`src/rtl/i2c_front_pkg.sv`:
```
package i2c_front_pkg;

  localparam int ADDR_W = 4;
  localparam int CMD_W  = 10;
  localparam int BYTE_W = 8;
  localparam int NFLAG  = 5;

  localparam logic [ADDR_W-1:0] A_CMD    = 4'd0;
  localparam logic [ADDR_W-1:0] A_RXD    = 4'd1;
  localparam logic [ADDR_W-1:0] A_CTRL   = 4'd2;
  localparam logic [ADDR_W-1:0] A_IEN    = 4'd3;
  localparam logic [ADDR_W-1:0] A_STAT   = 4'd4;
  localparam logic [ADDR_W-1:0] A_CORE   = 4'd5;
  localparam logic [ADDR_W-1:0] A_CMDLVL = 4'd6;
  localparam logic [ADDR_W-1:0] A_RXLVL  = 4'd7;
  localparam logic [ADDR_W-1:0] A_SCLLO  = 4'd8;
  localparam logic [ADDR_W-1:0] A_SCLHI  = 4'd9;
  localparam logic [ADDR_W-1:0] A_HOLD   = 4'd10;

  localparam int F_TXRDY = 0;
  localparam int F_RXRDY = 1;
  localparam int F_NACK  = 2;
  localparam int F_ARB   = 3;
  localparam int F_RXOVF = 4;

  // control register image, enable in bit 0
  typedef struct packed {
    logic [1:0] rxThr;
    logic [1:0] cmdThr;
    logic       fast;
    logic       enable;
  } ctrl_t;

  // strobes from the decoder to the datapath
  typedef struct packed {
    logic cmdPush;
    logic rxPop;
    logic ctrlWr;
    logic ienWr;
    logic statClr;
    logic sclLoWr;
    logic sclHiWr;
    logic holdWr;
  } strobe_t;

endpackage

```
`src/rtl/i2c_front_fifo.sv`:
```
module i2c_front_fifo #(
  parameter int WIDTH = 8,
  parameter int DEPTH = 4,
  localparam int LVL_W = $clog2(DEPTH + 1),
  localparam int PTR_W = (DEPTH > 1) ? $clog2(DEPTH) : 1
) (
  input  logic             clk,
  input  logic             rst_n,
  input  logic             flush,
  input  logic             push,
  input  logic             pop,
  input  logic [WIDTH-1:0] wdata,
  output logic [WIDTH-1:0] rdata,
  output logic             full,
  output logic             empty,
  output logic [LVL_W-1:0] level
);

  logic [WIDTH-1:0] store [DEPTH];
  logic [PTR_W-1:0] wrPtr, rdPtr;
  logic doPush, doPop;

  assign full   = (level == LVL_W'(DEPTH));
  assign empty  = (level == '0);
  assign doPush = push && !full && !flush;
  assign doPop  = pop && !empty && !flush;
  assign rdata  = store[rdPtr];

  function automatic logic [PTR_W-1:0] nextPtr(input logic [PTR_W-1:0] p);
    return (p == PTR_W'(DEPTH - 1)) ? '0 : p + 1'b1;
  endfunction

  always_ff @(posedge clk) begin
    if (!rst_n || flush) begin
      wrPtr <= '0;
      rdPtr <= '0;
      level <= '0;
    end else begin
      if (doPush) wrPtr <= nextPtr(wrPtr);
      if (doPop)  rdPtr <= nextPtr(rdPtr);
      case ({doPush, doPop})
        2'b10:   level <= level + 1'b1;
        2'b01:   level <= level - 1'b1;
        default: level <= level;
      endcase
    end
  end

  always_ff @(posedge clk) begin
    if (doPush) store[wrPtr] <= wdata;
  end

endmodule

```
`src/rtl/i2c_front_ctrl.sv`:
```
module i2c_front_ctrl
  import i2c_front_pkg::*;
#(
  parameter int LVL_W = 3
) (
  input  logic              clk,
  input  logic              rst_n,
  input  logic              regWrEn,
  input  logic              regRdEn,
  input  logic [ADDR_W-1:0] regAddr,
  input  logic [31:0]       regWrData,
  input  ctrl_t             ctrlReg,
  input  logic [LVL_W-1:0]  cmdLevel,
  input  logic [LVL_W-1:0]  rxLevel,
  input  logic              rxFull,
  input  logic              engRxPush,
  input  logic              engNack,
  input  logic              engArbLost,
  output strobe_t           strobes,
  output logic [NFLAG-1:0]  stat,
  output logic [NFLAG-1:0]  ien,
  output logic              irq
);

  logic [NFLAG-1:0] clrMask, lvlSet, evtSet;
  logic txCond, rxCond, ovfEvt;
  logic unusedWr;

  assign unusedWr = ^regWrData[31:NFLAG];

  always_comb begin
    strobes         = '0;
    strobes.cmdPush = regWrEn && (regAddr == A_CMD);
    strobes.rxPop   = regRdEn && (regAddr == A_RXD);
    strobes.ctrlWr  = regWrEn && (regAddr == A_CTRL);
    strobes.ienWr   = regWrEn && (regAddr == A_IEN);
    strobes.statClr = regWrEn && (regAddr == A_STAT);
    strobes.sclLoWr = regWrEn && (regAddr == A_SCLLO);
    strobes.sclHiWr = regWrEn && (regAddr == A_SCLHI);
    strobes.holdWr  = regWrEn && (regAddr == A_HOLD);
  end

  assign txCond = ctrlReg.enable && (cmdLevel <= LVL_W'(ctrlReg.cmdThr));
  assign rxCond = ctrlReg.enable && (rxLevel > LVL_W'(ctrlReg.rxThr));
  assign ovfEvt = engRxPush && ctrlReg.enable && rxFull;

  always_comb begin
    lvlSet          = '0;
    lvlSet[F_TXRDY] = txCond;
    lvlSet[F_RXRDY] = rxCond;
    evtSet          = '0;
    evtSet[F_NACK]  = engNack;
    evtSet[F_ARB]   = engArbLost;
    evtSet[F_RXOVF] = ovfEvt;
    clrMask         = strobes.statClr ? regWrData[NFLAG-1:0] : '0;
  end

  // level-driven bits lose to a clear, engine events win over it
  always_ff @(posedge clk) begin
    if (!rst_n) begin
      stat <= '0;
      ien  <= '0;
    end else begin
      stat <= ((stat | lvlSet) & ~clrMask) | evtSet;
      if (strobes.ienWr) ien <= regWrData[NFLAG-1:0];
    end
  end

  assign irq = |(stat & ien);

endmodule

```
`src/rtl/i2c_front_dp.sv`:
```
module i2c_front_dp
  import i2c_front_pkg::*;
#(
  parameter int DEPTH  = 4,
  parameter int TIME_W = 16,
  parameter int LVL_W  = 3
) (
  input  logic              clk,
  input  logic              rst_n,
  input  strobe_t           strobes,
  input  logic [ADDR_W-1:0] regAddr,
  input  logic [31:0]       regWrData,
  input  logic [NFLAG-1:0]  stat,
  input  logic [NFLAG-1:0]  ien,
  input  logic              engBusy,
  input  logic              engCmdPop,
  input  logic              engRxPush,
  input  logic [BYTE_W-1:0] engRxData,
  output ctrl_t             ctrlReg,
  output logic [31:0]       regRdData,
  output logic [LVL_W-1:0]  cmdLevel,
  output logic [LVL_W-1:0]  rxLevel,
  output logic              rxFull,
  output logic              engCmdValid,
  output logic [CMD_W-1:0]  engCmdData,
  output logic [TIME_W-1:0] sclLowCnt,
  output logic [TIME_W-1:0] sclHighCnt,
  output logic [TIME_W-1:0] sdaHoldCnt
);

  logic flush, cmdFull, cmdEmpty, rxEmpty;
  logic [CMD_W-1:0]  cmdHead;
  logic [BYTE_W-1:0] rxHead;
  logic unusedWr;

  assign unusedWr = ^regWrData;
  assign flush    = !ctrlReg.enable;

  always_ff @(posedge clk) begin
    if (!rst_n) begin
      ctrlReg    <= '0;
      sclLowCnt  <= '0;
      sclHighCnt <= '0;
      sdaHoldCnt <= '0;
    end else begin
      if (strobes.ctrlWr)  ctrlReg    <= ctrl_t'(regWrData[$bits(ctrl_t)-1:0]);
      if (strobes.sclLoWr) sclLowCnt  <= regWrData[TIME_W-1:0];
      if (strobes.sclHiWr) sclHighCnt <= regWrData[TIME_W-1:0];
      if (strobes.holdWr)  sdaHoldCnt <= regWrData[TIME_W-1:0];
    end
  end

  i2c_front_fifo #(.WIDTH(CMD_W), .DEPTH(DEPTH)) cmdFifo (
    .clk   (clk),
    .rst_n (rst_n),
    .flush (flush),
    .push  (strobes.cmdPush),
    .pop   (engCmdPop),
    .wdata (regWrData[CMD_W-1:0]),
    .rdata (cmdHead),
    .full  (cmdFull),
    .empty (cmdEmpty),
    .level (cmdLevel)
  );

  i2c_front_fifo #(.WIDTH(BYTE_W), .DEPTH(DEPTH)) rxFifo (
    .clk   (clk),
    .rst_n (rst_n),
    .flush (flush),
    .push  (engRxPush),
    .pop   (strobes.rxPop),
    .wdata (engRxData),
    .rdata (rxHead),
    .full  (rxFull),
    .empty (rxEmpty),
    .level (rxLevel)
  );

  assign engCmdValid = !cmdEmpty;
  assign engCmdData  = cmdEmpty ? '0 : cmdHead;

  logic unusedFull;
  assign unusedFull = cmdFull;

  always_comb begin
    case (regAddr)
      A_RXD:    regRdData = rxEmpty ? '0 : 32'(rxHead);
      A_CTRL:   regRdData = 32'(ctrlReg);
      A_IEN:    regRdData = 32'(ien);
      A_STAT:   regRdData = 32'(stat);
      A_CORE:   regRdData = 32'(engBusy);
      A_CMDLVL: regRdData = 32'(cmdLevel);
      A_RXLVL:  regRdData = 32'(rxLevel);
      A_SCLLO:  regRdData = 32'(sclLowCnt);
      A_SCLHI:  regRdData = 32'(sclHighCnt);
      A_HOLD:   regRdData = 32'(sdaHoldCnt);
      default:  regRdData = '0;
    endcase
  end

endmodule

```
`src/rtl/i2c_reg_front.sv`:
```
module i2c_reg_front
  import i2c_front_pkg::*;
#(
  parameter int DEPTH  = 4,
  parameter int TIME_W = 16,
  localparam int LVL_W = $clog2(DEPTH + 1)
) (
  input  logic              clk,
  input  logic              rst_n,
  input  logic              regWrEn,
  input  logic              regRdEn,
  input  logic [3:0]        regAddr,
  input  logic [31:0]       regWrData,
  output logic [31:0]       regRdData,
  output logic              engCmdValid,
  output logic [9:0]        engCmdData,
  input  logic              engCmdPop,
  input  logic              engRxPush,
  input  logic [7:0]        engRxData,
  input  logic              engNack,
  input  logic              engArbLost,
  input  logic              engBusy,
  output logic              ctrlEnable,
  output logic              ctrlFast,
  output logic [TIME_W-1:0] sclLowCnt,
  output logic [TIME_W-1:0] sclHighCnt,
  output logic [TIME_W-1:0] sdaHoldCnt,
  output logic              irq
);

  strobe_t          strobes;
  ctrl_t            ctrlReg;
  logic [NFLAG-1:0] stat, ien;
  logic [LVL_W-1:0] cmdLevel, rxLevel;
  logic             rxFull;

  assign ctrlEnable = ctrlReg.enable;
  assign ctrlFast   = ctrlReg.fast;

  i2c_front_ctrl #(.LVL_W(LVL_W)) ctrl (
    .clk        (clk),
    .rst_n      (rst_n),
    .regWrEn    (regWrEn),
    .regRdEn    (regRdEn),
    .regAddr    (regAddr),
    .regWrData  (regWrData),
    .ctrlReg    (ctrlReg),
    .cmdLevel   (cmdLevel),
    .rxLevel    (rxLevel),
    .rxFull     (rxFull),
    .engRxPush  (engRxPush),
    .engNack    (engNack),
    .engArbLost (engArbLost),
    .strobes    (strobes),
    .stat       (stat),
    .ien        (ien),
    .irq        (irq)
  );

  i2c_front_dp #(.DEPTH(DEPTH), .TIME_W(TIME_W), .LVL_W(LVL_W)) dp (
    .clk         (clk),
    .rst_n       (rst_n),
    .strobes     (strobes),
    .regAddr     (regAddr),
    .regWrData   (regWrData),
    .stat        (stat),
    .ien         (ien),
    .engBusy     (engBusy),
    .engCmdPop   (engCmdPop),
    .engRxPush   (engRxPush),
    .engRxData   (engRxData),
    .ctrlReg     (ctrlReg),
    .regRdData   (regRdData),
    .cmdLevel    (cmdLevel),
    .rxLevel     (rxLevel),
    .rxFull      (rxFull),
    .engCmdValid (engCmdValid),
    .engCmdData  (engCmdData),
    .sclLowCnt   (sclLowCnt),
    .sclHighCnt  (sclHighCnt),
    .sdaHoldCnt  (sdaHoldCnt)
  );

endmodule

```
`config.mk`:
```
export PLATFORM = sky130hd
export DESIGN_NAME = i2c_reg_front
export DESIGN_NICKNAME = d
export VERILOG_FILES = /design/src/rtl/i2c_front_pkg.sv /design/src/rtl/i2c_front_fifo.sv /design/src/rtl/i2c_front_ctrl.sv /design/src/rtl/i2c_front_dp.sv /design/src/rtl/i2c_reg_front.sv
export SDC_FILE = /design/constraint.sdc
export NUM_CORES = 1
export LEC_CHECK = 0
export BUFFER_PORTS_ARGS = -buffer_cell sky130_fd_sc_hd__buf_2
export CORE_UTILIZATION = 35
export DETAILED_ROUTE_END_ITERATION = 12
export GPL_TIMING_DRIVEN = 0
export PLACE_DENSITY = 0.63
export SLEW_MARGIN = 40
export SYNTH_ARGS = -nofsm -noshare
export SYNTH_HDL_FRONTEND = slang
export SYNTH_HIERARCHICAL = 1
export SYNTH_SLANG_ARGS = --single-unit
```
`constraint.sdc`:
```
create_clock -name clk -period 3.71 [get_ports clk]
set_clock_uncertainty 0.2 [all_clocks]
set_input_delay 0.5565 -clock clk [delete_from_list [all_inputs] [get_ports clk]]
set_output_delay 0.5565 -clock clk [all_outputs]
set_load 0.1 [all_outputs]
```
# Word level (Yosys, flattened, before mapping)
# Memory sizes are Yosys's and may differ from the RTL's. A register that Yosys moved wholly into a read port is not among the register bits.
# Index checks and enable logic that the tools add are counted.
dict set report word_totals {
  mem_count 2
  ff_bits 78
  ramBits 72
  input_bits 53
  out_inout_bits 94
  elab_cells 103
}
# memory words width rd rd_ports_with_merged_regs write_ports line_no
set memory_table {}
lappend memory_table {dp.cmdFifo.store 4 10 1 1 1 i2c_front_fifo.sv:19} ;# logic [WIDTH-1:0] store [DEPTH];
lappend memory_table {dp.rxFifo.store 4 8 1 1 1 i2c_front_fifo.sv:19}
dict set report op_classes {
  eq_ne 20
  magnitude_cmp 2
  addsub 8
  muxes 18
  reduce_logical 33
  bitwise_logic 5
}
# operator count
set op_table {}
lappend op_table {{one-hot mux 32 bit (10 select lines)} 1}
lappend op_table {{logical AND 1 bit} 20}
lappend op_table {{equality test 4 x 3 -> 1 bit, second input constant} 4}
lappend op_table {{2-to-1 mux 2 bit} 8}
lappend op_table {{equality test 2 bit, second input constant} 6}
lappend op_table {{equality test 4 bit, second input constant} 3}
lappend op_table {{one-hot mux 3 bit (2 select lines)} 2}
lappend op_table {{AND 5 bit} 2}
lappend op_table {{2-to-1 mux 10 bit} 1}
lappend op_table {{adder 2 x 1 -> 2 bit, second input constant} 4}
lappend op_table {{equality test 4 x 2 -> 1 bit, second input constant} 2}
lappend op_table {{2-to-1 mux 8 bit} 1}
lappend op_table {{adder 3 x 1 -> 3 bit, second input constant} 2}
lappend op_table {{equality test 3 bit, second input constant} 2}
lappend op_table {{logical NOT 1 bit} 6}
lappend op_table {{logical NOT 3 bit} 2}
lappend op_table {{subtractor 3 x 1 -> 3 bit, second input constant} 2}
lappend op_table {{2-to-1 mux 5 bit} 1}
lappend op_table {{inverter 5 bit} 1}
lappend op_table {{OR 5 x 2 -> 5 bit} 1}
lappend op_table {{OR 5 bit} 1}
lappend op_table {{OR reduction 5 bit} 1}
lappend op_table {{equality test 2 x 1 -> 1 bit, second input constant} 2}
lappend op_table {{equality test 4 x 1 -> 1 bit, second input constant} 1}
lappend op_table {{other kinds (6)} 10}

# Logic depth before layout (Yosys ltp)
dict set report logic_depth {
  ltp_word 6
  ltp_mapped 11
  mapped_depth_nobuf 11
}

# Modules after synthesis
# The synthesis kept the hierarchy.
# module seq_area_each_um2 cells_per_inst area_per_inst_um2 n_inst
set by_module_without_submodules {}
lappend by_module_without_submodules {i2c_front_dp 1081.0 319 2969.1 1}
lappend by_module_without_submodules {{i2c_front_fifo (dp.cmdFifo)} 1381.3 110 1940.6 1}
lappend by_module_without_submodules {{i2c_front_fifo (dp.rxFifo)} 1141.1 100 1655.3 1}
lappend by_module_without_submodules {i2c_front_ctrl 200.2 71 609.3 1}

# Worst setup path before layout
# Ideal clock, no wire load.
dict set report synth_path {
  path_kind {register -> output}
  start {register dp.sclLowCnt[4]}
  end {output port regRdData[4]}
  required_time_ns 2.954
  t_arrival_ns 3.425
  path_stages_with_launch 3
  setup_slack_ns -0.472
  path_buffers 0
  cell_sequence {dfxtp_1 -> a22oi_1 -> o311ai_1}
}
dict set report synth_via {
  elab_chain_len 1
}
# element line_no
set synth_lines {}
lappend synth_lines {{start: declaration} i2c_front_dp.sv:26} ;# output logic [TIME_W-1:0] sclLowCnt,
lappend synth_lines {{start signal: assignment} i2c_front_dp.sv:47} ;# if (strobes.sclLoWr) sclLowCnt <= regWrData[TIME_W-1:0];
lappend synth_lines {{one-hot mux 32 bit (10 select lines)} i2c_front_dp.sv:86} ;# case (regAddr)
lappend synth_lines {{end: declaration} i2c_reg_front.sv:14} ;# output logic [31:0] regRdData,
# Every way passes these cells.

==> metrics <==
post-route minimum period=between 3000 and 4000 ps; Mapped Area=roughly 7200 um^2; worst vdd ir=about 0.41 mV; cts hold-fix bufs=0; Syn-to-layout area delta=22.14%; first-pass GRT wire length=between 20000 and 30000 um; Final period util=0.8785; worst min path class=in2reg; Top Ports=147; post-CTS setup repair buffer count=0; clock tree sinks=between 150 and 200; clock tree buffer depth=2; Die Y=approximately 150 um; Design Power=a little under 4 mW; CP required=about 3000 ps; WL/cell=about 17 um; clk_lat worst skew=around 420 ps; post_cts resized=0; RD Place Congestion=~0.79; via count=4956; Yosys warning total=6; critical path arrival=2500 ps; First-pass DRT Iterations=5; DRC Markers=0; Post-Syn Instances=599; H-tree depth=4; CTS tree=done; HPWL Detailed=13020 um; # diodes=0; Vias/cell=between 4 and 5; die area=21060 um^2; actual slew at the worst max-slew pin=just over 600 ps; max-cap viol count=0; WHS=roughly 150 ps; Initial Util=0.3625; largest net degree at the start of global routing=18; layout cells sized above 1=0.2711; PwrDens=between 400 and 500 nW/um^2; # rows=around 50; Worst Setup Path Type=reg2out; DIE WIDTH=between 100 and 150 um; Slew HR=0.5917; Lkg Pwr=around 3.3 nW; post-route ant nets=0; Port-buffer cells=114; fin. max-slew vios=0; initial antenna violation count=0; Sum Neg Setup Slack=0 ps; grt total ovfl=0; RSZ-0062 raised after global routing=no; status=complete, no violations; vias in the first global route=4485; Nets=around 800; fmax=0.3068 GHz; Initial DRC Count=roughly 250; Final setup viols=0; clock root cell=clkbuf_16; Hold Fails Final Rpt=0; crit-path max FO=8; Syn Area/Cell=between 10 and 15 um^2; drt total wl=between 15000 and 20000 um; CTS clock-pin slew for the worst setup and hold paths=about 60 ps; Tot GR Track Use=0.1704; core area=around 20000 um^2; number of fillers in the final layout=between 1500 and 2000; Worst setup SP type=flop; CP Capture Type=primary output; TritonCTS buffer count=17
cell usage in the layout, fill, tap and decap left out, drive strengths merged, types with 8 or more instances in the layout:
cell    count
o21ai      13
inv        30
nand2b      8
nand4      10
and3        8
edfxtp     72
dfxtp      82
clkbuf     33
a21oi      19
conb       16
nand2      24
mux2i      74
nor2       35
mux4       18
buf       148
ha         16
nor2b      77
report_power, final:
part           switching [mW]  internal [mW]
clock                   0.705           1.10
combinational           0.230         0.0749
sequential            0.00963           1.79
registers in the layout, indices dropped and copies added, names as in the netlist, named ones only:
name and cells:
ctrl/ien 5, ctrl/stat 5, dp/cmdFifo/level 3, dp/cmdFifo/rdPtr 2, dp/cmdFifo/store 40, dp/cmdFifo/wrPtr 2, dp/ctrlReg 6, dp/rxFifo/level 3
dp/rxFifo/rdPtr 2, dp/rxFifo/store 32, dp/rxFifo/wrPtr 2, dp/sclHighCnt 16, dp/sclLowCnt 16, dp/sdaHoldCnt 16
layout make-up:
| class | instances | area (um^2) | share of cell area |
|---|---|---|---|
| inverters | 25 | 93.84 | 0.01071 |
| plain buffers | 46 | 265.3 | 0.03029 |
| clock inverters | 11 | 128.9 | 0.01471 |
| well taps | 265 | 331.6 | 0.03786 |
| repair buffers | 114 | 570.5 | 0.06514 |
| flip-flops and latches | 154 | 3804 | 0.4343 |
| multi-input cells | 389 | 3072 | 0.3507 |
| clock buffers | 21 | 493.0 | 0.05629 |
metal layers:
layer	part of all wire	vias up	track usage
met4	0.014	0	0.05895
met1	0.46	2376	0.2301
met5	0	-	0
met3	0.050	14	0.03459
li1	-	2421	-
met2	0.47	145	0.2709
critical path, cell delays in order, from the launching register on:
cell,delay [ps]
dfxtp_1,300
buf_2,280
mux4_2,580
a221o_1,320
a221o_1,290
buf_2,300
stage by stage:
step / std cells / instance area [um^2] / utilization / setup WS (ps)
floorplan: 614 / 7234 / - / 293.5
global placement: 993 / 8137 / 0.4113 / 422.3
detailed placement: 993 / 8137 / 0.4113 / 426.8
CTS: 1025 / 8758 / 0.4428 / 384.7
global route: 1025 / 8758 / 0.4428 / 341.5
finish: 1025 / 8758 / 0.4428 / 450.7
final timing paths:
kind                               startpoint                               end  slack, ps  depth (start not counted)
max reg2reg        dp/ctrlReg[0]$_SDFFE_PN0P_  dp/cmdFifo/level[2]$_SDFFE_PP0P_        890                          9
min                              engRxData[1]   dp/rxFifo/store[0][1]$_DFFE_PP_        150                          1
max                                      flop                      regRdData[0]        450                          5
min reg2reg  dp/cmdFifo/rdPtr[1]$_SDFFE_PP0P_  dp/cmdFifo/rdPtr[1]$_SDFFE_PP0P_        270                          2
(Power assumes the default switching activity.)
